[config.mk]
export PLATFORM = sky130hd
export DESIGN_NAME = adc_byte_reader
export DESIGN_NICKNAME = d
export VERILOG_FILES = /design/src/rtl/adc_byte_reader.sv
export SDC_FILE = /design/constraint.sdc
export NUM_CORES = 1
export LEC_CHECK = 0
export ABC_AREA = 1
export BUFFER_PORTS_ARGS = -buffer_cell sky130_fd_sc_hd__buf_2
export CAP_MARGIN = 20
export CORE_MARGIN = 3
export CORE_UTILIZATION = 56
export CTS_BUF_LIST = sky130_fd_sc_hd__clkbuf_2
export DETAILED_ROUTE_END_ITERATION = 12
export HOLD_SLACK_MARGIN = 0.15
export PLACE_DENSITY = 0.8
export SYNTH_ARGS = -nofsm -noshare
export SYNTH_HDL_FRONTEND = slang
export SYNTH_SLANG_ARGS = --single-unit
[constraint.sdc]
create_clock -name clk -period 1.7 [get_ports clk]
set_input_delay 0.255 -clock clk [delete_from_list [all_inputs] [get_ports clk]]
set_output_delay 0.255 -clock clk [all_outputs]
set_load 0.02 [all_outputs]
[src/rtl/adc_byte_reader.sv]
module adc_byte_reader #(
  parameter int STROBE_CYCLES  = 2,
  parameter int TIMEOUT_CYCLES = 1000
) (
  input  logic        clk,
  input  logic        rst_n,
  input  logic        byte_mode,
  input  logic        busy_i,
  input  logic [11:0] bus_i,
  output logic        cs_n,
  output logic        rd_n,
  output logic        hben,
  output logic [15:0] result,
  output logic        result_valid,
  output logic        timeout_err
);
  localparam int CMAX = (TIMEOUT_CYCLES > STROBE_CYCLES) ? TIMEOUT_CYCLES : STROBE_CYCLES;
  localparam int CW   = $clog2(CMAX + 1);

  typedef enum logic [2:0] {S_IDLE, S_SETUP, S_STRB, S_GAP, S_WLO, S_WHI} st_t;

  st_t          st;
  logic [CW-1:0] cnt;
  logic          hb_q, dummy_q, mode_q;
  logic [3:0]    nib_q;

  assign cs_n = !(st == S_SETUP || st == S_STRB);
  assign rd_n = (st != S_STRB);
  assign hben = hb_q;

  wire strobe_end = (st == S_STRB) && (cnt == CW'(STROBE_CYCLES - 1));
  wire wait_out   = (st == S_WLO || st == S_WHI) && (cnt == CW'(TIMEOUT_CYCLES - 1));

  always_ff @(posedge clk) begin
    if (!rst_n) begin
      st           <= S_IDLE;
      cnt          <= '0;
      hb_q         <= 1'b0;
      dummy_q      <= 1'b1;
      mode_q       <= 1'b0;
      nib_q        <= '0;
      result       <= '0;
      result_valid <= 1'b0;
      timeout_err  <= 1'b0;
    end else begin
      result_valid <= 1'b0;
      case (st)
        S_IDLE: begin
          hb_q <= 1'b0;
          st   <= S_SETUP;
        end
        S_SETUP: begin
          cnt <= '0;
          st  <= S_STRB;
        end
        S_STRB: begin
          cnt <= cnt + 1'b1;
          if (strobe_end) begin
            st <= S_GAP;
            if (hb_q) nib_q <= bus_i[3:0];
            else begin
              dummy_q <= 1'b0;
              if (!dummy_q) begin
                result       <= mode_q ? {4'h0, nib_q, bus_i[7:0]} : {4'h0, bus_i};
                result_valid <= 1'b1;
              end
            end
          end
        end
        S_GAP: begin
          cnt <= '0;
          if (hb_q) begin
            hb_q <= 1'b0;
            st   <= S_SETUP;
          end else st <= S_WLO;
        end
        S_WLO, S_WHI: begin
          cnt <= cnt + 1'b1;
          if (wait_out) begin
            timeout_err <= 1'b1;
            dummy_q     <= 1'b1;
            st          <= S_IDLE;
          end else if (st == S_WLO && !busy_i) begin
            cnt <= '0;
            st  <= S_WHI;
          end else if (st == S_WHI && busy_i) begin
            mode_q <= byte_mode;
            hb_q   <= byte_mode;
            st     <= S_SETUP;
          end
        end
        default: st <= S_IDLE;
      endcase
    end
  end
endmodule

# [Yosys cells after proc, flatten, opt, wreduce, memory -nomap -nowiden]
# Cells that the tools add are included.
[totals] ram_bits=0 latchBits=0 n_memories=0 out_inout_bits=21 word_cells=74 inputBits=16 romBits=0 ff_bits=38
[op_classes] eq_ne=15 n_div=0 addsub=1 mul=0 shifts=0 mux=19 n_reduce_logical=23 n_bitwise=7 n_lt_le_gt_ge=0
[ops] operator="$pmux W10 S3" n=1
[ops] operator="$mux W10" n=2
[ops] operator="$reduce_and A4 Y1" n=4
[ops] operator="$mux W3" n=5
[ops] operator="$pmux W3 S5" n=1
[ops] operator="$mux W12" n=1
[ops] operator="$ne A2 B2 Y1 const B" n=6
[ops] operator="$add A10 B1 Y10 const B" n=1
[ops] operator="$eq A10 B1 Y1 const B" n=1
[ops] operator="$eq A10 B10 Y1 const B" n=1
[ops] operator="$mux W1" n=7
[ops] operator="$not A1 Y1" n=7
[ops] operator="$eq A3 B2 Y1 const B" n=2
[ops] operator="$eq A3 B3 Y1 const B" n=2
[ops] operator="$reduce_or A2 Y1" n=3
[ops] operator="$logic_and A1 B1 Y1" n=4
[ops] operator="$ne A4 B4 Y1 const B" n=1
[ops] operator="$pmux W1 S2" n=2
[ops] operator="$reduce_and A2 Y1" n=2
[ops] operator="$reduce_bool A2 Y1" n=2
[ops] operator="$reduce_or A4 Y1" n=1
[ops] operator="$eq A3 B1 Y1 const B" n=1
[ops] operator="$logic_not A3 Y1" n=1
[ops] operator="$ne A3 B2 Y1 const B" n=1
[ops] operator="4 further kinds" n=6

# [Longest topological paths before layout]
[logic_depth] ltp_word=6 mapped_depth=9 depth_no_buf=9

# [Worst setup path before layout]
# No wires, ideal clock.
[synth_path] kind="flip-flop to flip-flop" from="register cnt[0]" to="register result[10]" slack_ns=0.374 path_stages_with_launch=8 setup_time_ns=0.132 required_ns=1.568 path_buffers=1 arrival_time_ns=1.194 synth_period_minus_slack_ns=1.326 path_cell_list="dfxtp_1 > ha_1 > nand3_2 > nor2_8 > nand3_2 > buf_6 > nand2_1 > a21oi_1"
[synth_between] elab_chain_len=3
[synth_lines] element="start: declaration" line="23" text="logic [CW-1:0] cnt;"
[synth_lines] element="start signal: assignment" line="57" text="cnt <= cnt + 1'b1;"
[synth_lines] element="start signal: assignment" line="78" text="cnt <= cnt + 1'b1;"
[synth_lines] element="$eq A10 B1 Y1" line="31" text="wire strobe_end = (st == S_STRB) && (cnt == CW'(STROBE_CYCLES - 1));"
[synth_lines] element="$logic_and A1 B1 Y1" line="31"
[synth_lines] element="$reduce_and A4 Y1 (no source line)"
[synth_lines] element="end signal: assignment" line="64" text="result <= mode_q ? {4'h0, nib_q, bus_i[7:0]} : {4'h0, bus_i};"
[synth_lines] element="end: declaration" line="13" text="output logic [15:0] result,"
# Every way passes these cells.
# A chain may end at the register's enable or synchronous reset.

# [Worst setup path after layout]
[layout_path] from="register st[2]" to="output port cs_n"
[layout_between] elab_chain_len=3
[layout_lines] element="start: declaration" line="22" text="st_t st;"
[layout_lines] element="start signal: assignment" line="36" text="st <= S_IDLE;"
[layout_lines] element="start signal: assignment" line="50" text="st <= S_SETUP;"
[layout_lines] element="start signal: assignment" line="54" text="st <= S_STRB;"
[layout_lines] element="$eq A3 B1 Y1 or $eq A3 B2 Y1 (tied branches)" line="27" text="assign cs_n = !(st == S_SETUP || st == S_STRB);"
[layout_lines] element="$logic_or A1 B1 Y1 *" line="27"
[layout_lines] element="$logic_not A1 Y1 *" line="27"
[layout_lines] element="end: declaration" line="10" text="output logic cs_n,"
# Mark *: on every way between the ends. The rest lies on a longest branch, timed or not.

==> results.md <==
- Sequential standard cell area: 688.2 um^2
- Synth warn: 0
- Core Region: 2853 um^2
- Slew Limit Fails: 0
- H-tree Lvls: 2
- Aggregate negative setup slack: 0 ns
- Initial Util: 61.05%
- Max Clk Rate: 623.3 MHz
- Final clock skew: 0.01605 ns
- Cell depth of the worst flop-to-flop path: 7
- Final worst path period share: 94.38%
- GR Overflow Total: 0
- Vert. Die Dim: 61.77 um
- Final setup violation count: 0
- CTS Buf Count: 5
- Status: finished, final reports clean
- Peak supply drop: 0.9048 mV
- Number of I/O port buffers: 32
- Vias per inst: 5.412
- CP Launch Type: flop
- Largest net degree at the start of global routing: 22
- Synth Instances: 235
- Area of the multi-input gates: 883.3 um^2
- Crit. End Element: output port
- CTS tree: done
- Layout cell share with drive strength beyond 1: 23.83%
- Final instance area: 2044 um^2
- # DRC: 0
- Area post-placement: 1872 um^2
- Netlist cell types: 29
- Leak: 0.8480 nW
- Seq cells post-synth: 34
- CP arrival: 1.35 ns
- IO Pins: 37
- CP required: 1.44 ns
- Layout area overhead: 17.39%
- Max Cap Violations: 0
- Antenna viol nets, final: 0
- TritonRoute pass-1 iters: 4
- Unrepaired setup endpoints after global routing: false
- Reg2reg setup slack: 0.21 ns
- GP Congestion: 0.9002
- N_diodes: 0
- Avg Inst Size Synth: 7.411 um^2
- CTS Buffer Depth: 2
- Tmin final: 1.604 ns
- Hold Path Stages: 5
- First-pass GRT wire length: 6306 um
- Fillers: 246
- Die area: 3816 um^2
- # rows: 19
- Post-Route WL: 3856 um
- Antenna violations before repair: 0
- Vias in the first global route: 1485
- Final core occ: 71.67%
- Hold/Removal Path Class: in2reg
- Hold Violations, Final: 0
- Via count: 1667
- 1st-iter DRT viols: 98
- WL/cell: 12.52 um
- WS Path Type: reg2out
- Tightest hold margin: 0.2394 ns
- Root buf cell: clkbuf_2
- Mapped cell area: 1742 um^2
- Critical Path Fanout Max: 5
- Clock sink count: 34
- Die width: 61.77 um
- Clock-pin slew on the worst setup and hold paths: 0.17 ns
- Clk Latency, worst-skew pair: 0.37 ns
- Final #Nets: 294
- PwrDens: 1021 nW/um^2
- Tot GR Track Use: 22.42%
- Seq/Total Area, Yosys: 39.08%
- DP HPWL: 2712 um
[state kept, by name (all words and copies together) (netlist names)]
register	cells
nib_q	4
result	12
result_valid	1
dummy_q	1
cnt	10
st	3
mode_q	1
hben	1
timeout_err	1
[worst max-delay path, cell delays in order, from the launching register on]
cell and delay, ns:
dfxtp_1 0.44, inv_2 0.07, nand2_2 0.14, o21ai_0 0.10, inv_1 0.08, buf_2 0.16
[final cells by class]
cell class / instances / share of cell area [%]
multi-input cells: 168 / 43.21
clock buffers: 7 / 1.714
clock inverters: 1 / 1.469
well taps: 31 / 1.897
repair buffers: 46 / 14.20
inverters: 21 / 3.856
flip-flops and latches: 34 / 33.66
[cells in the final DEF, fill, tap and decap left out, types with 7 or more instances in the layout]
master,Yosys,final
a21oi_1,24,24
buf_2,4,32
clkbuf_2,0,7
dfxtp_1,34,30
dlygate4sd3_1,0,10
inv_1,18,18
nand2_1,46,46
nand3_1,15,15
nand4_1,18,18
nor2_1,25,25
o21ai_0,7,7
[report_power, final]
group | internal (mW) | switching [mW]
clock network | 0.262 | 0.259
logic | 0.223 | 0.410
registers | 0.856 | 0.0763
[final timing paths]
kind                                               start                        to
worst max-delay path                  st[2]$_SDFFE_PN0P_                      cs_n
worst min-delay path                           bus_i[11]   result[11]$_SDFFE_PN0P_
worst max register to register       cnt[0]$_SDFFE_PN0P_       cnt[8]$_SDFFE_PN0P_
worst min register to register  timeout_err$_SDFFE_PN0P_  timeout_err$_SDFFE_PN0P_
[per-layer routing]
metal	global-route usage (%)	vias to the layer above	wire length (um)
met1	27.93	752	1802
met4	10.30	0	55
met2	36.92	50	1807
li1	-	859	-
met3	4.959	6	191
met5	0	-	0
[cell families (layout without fill, tap and decap cells)]
logic type,after synthesis,in the layout,share of synthesized area [%]
buffers and inverters,36,75,10.85
AO/OA/AOI/OAI,34,34,10.06
AND/OR/NAND/NOR,124,124,36.35
flip-flops,34,34,39.08
XOR/XNOR,4,4,2.011
adder cells (fa/ha/maj),2,2,1.437
other,1,4,0.2153
[through the flow]
step / setup WS [ns] / total power [mW] / instances
after global placement: 0.2313 / 1.542 / 290
final: 0.09561 / 2.087 / 308
after CTS: 0.05750 / 2.094 / 308
after floorplan: 0.3741 / 1.462 / 238
after detailed placement: 0.1952 / 1.549 / 290
after global routing: 0.005211 / 2.215 / 308
[Yosys cell counts, drive strengths merged]
master / count / area share (%)
conb: 1 / 0.22
o21ai: 7 / 2.0
o21bai: 1 / 0.43
nand4: 18 / 6.5
inv: 21 / 4.5
buf: 13 / 5.9
ha: 2 / 1.4
a31oi: 1 / 0.36
nor3: 7 / 2.9
nand3: 19 / 7.0
nor2: 29 / 7.9
xor2: 4 / 2.0
a21oi: 24 / 6.9
or2: 1 / 0.36
o22ai: 1 / 0.36
dfxtp: 34 / 39
nor3b: 1 / 0.72
nand2: 49 / 11
clkbuf: 2 / 0.43
[what timing repair did]
| item | in CTS | in global routing |
|---|---|---|
| gates resized for setup | 1 | 4 |
| buffers inserted | 0 | 0 |
| hold buffers | 10 | 0 |
| endpoints found under the hold margin | 16 | 0 |
| endpoints found under the setup margin | 1 | 9 |
(Power assumes the default switching activity.)
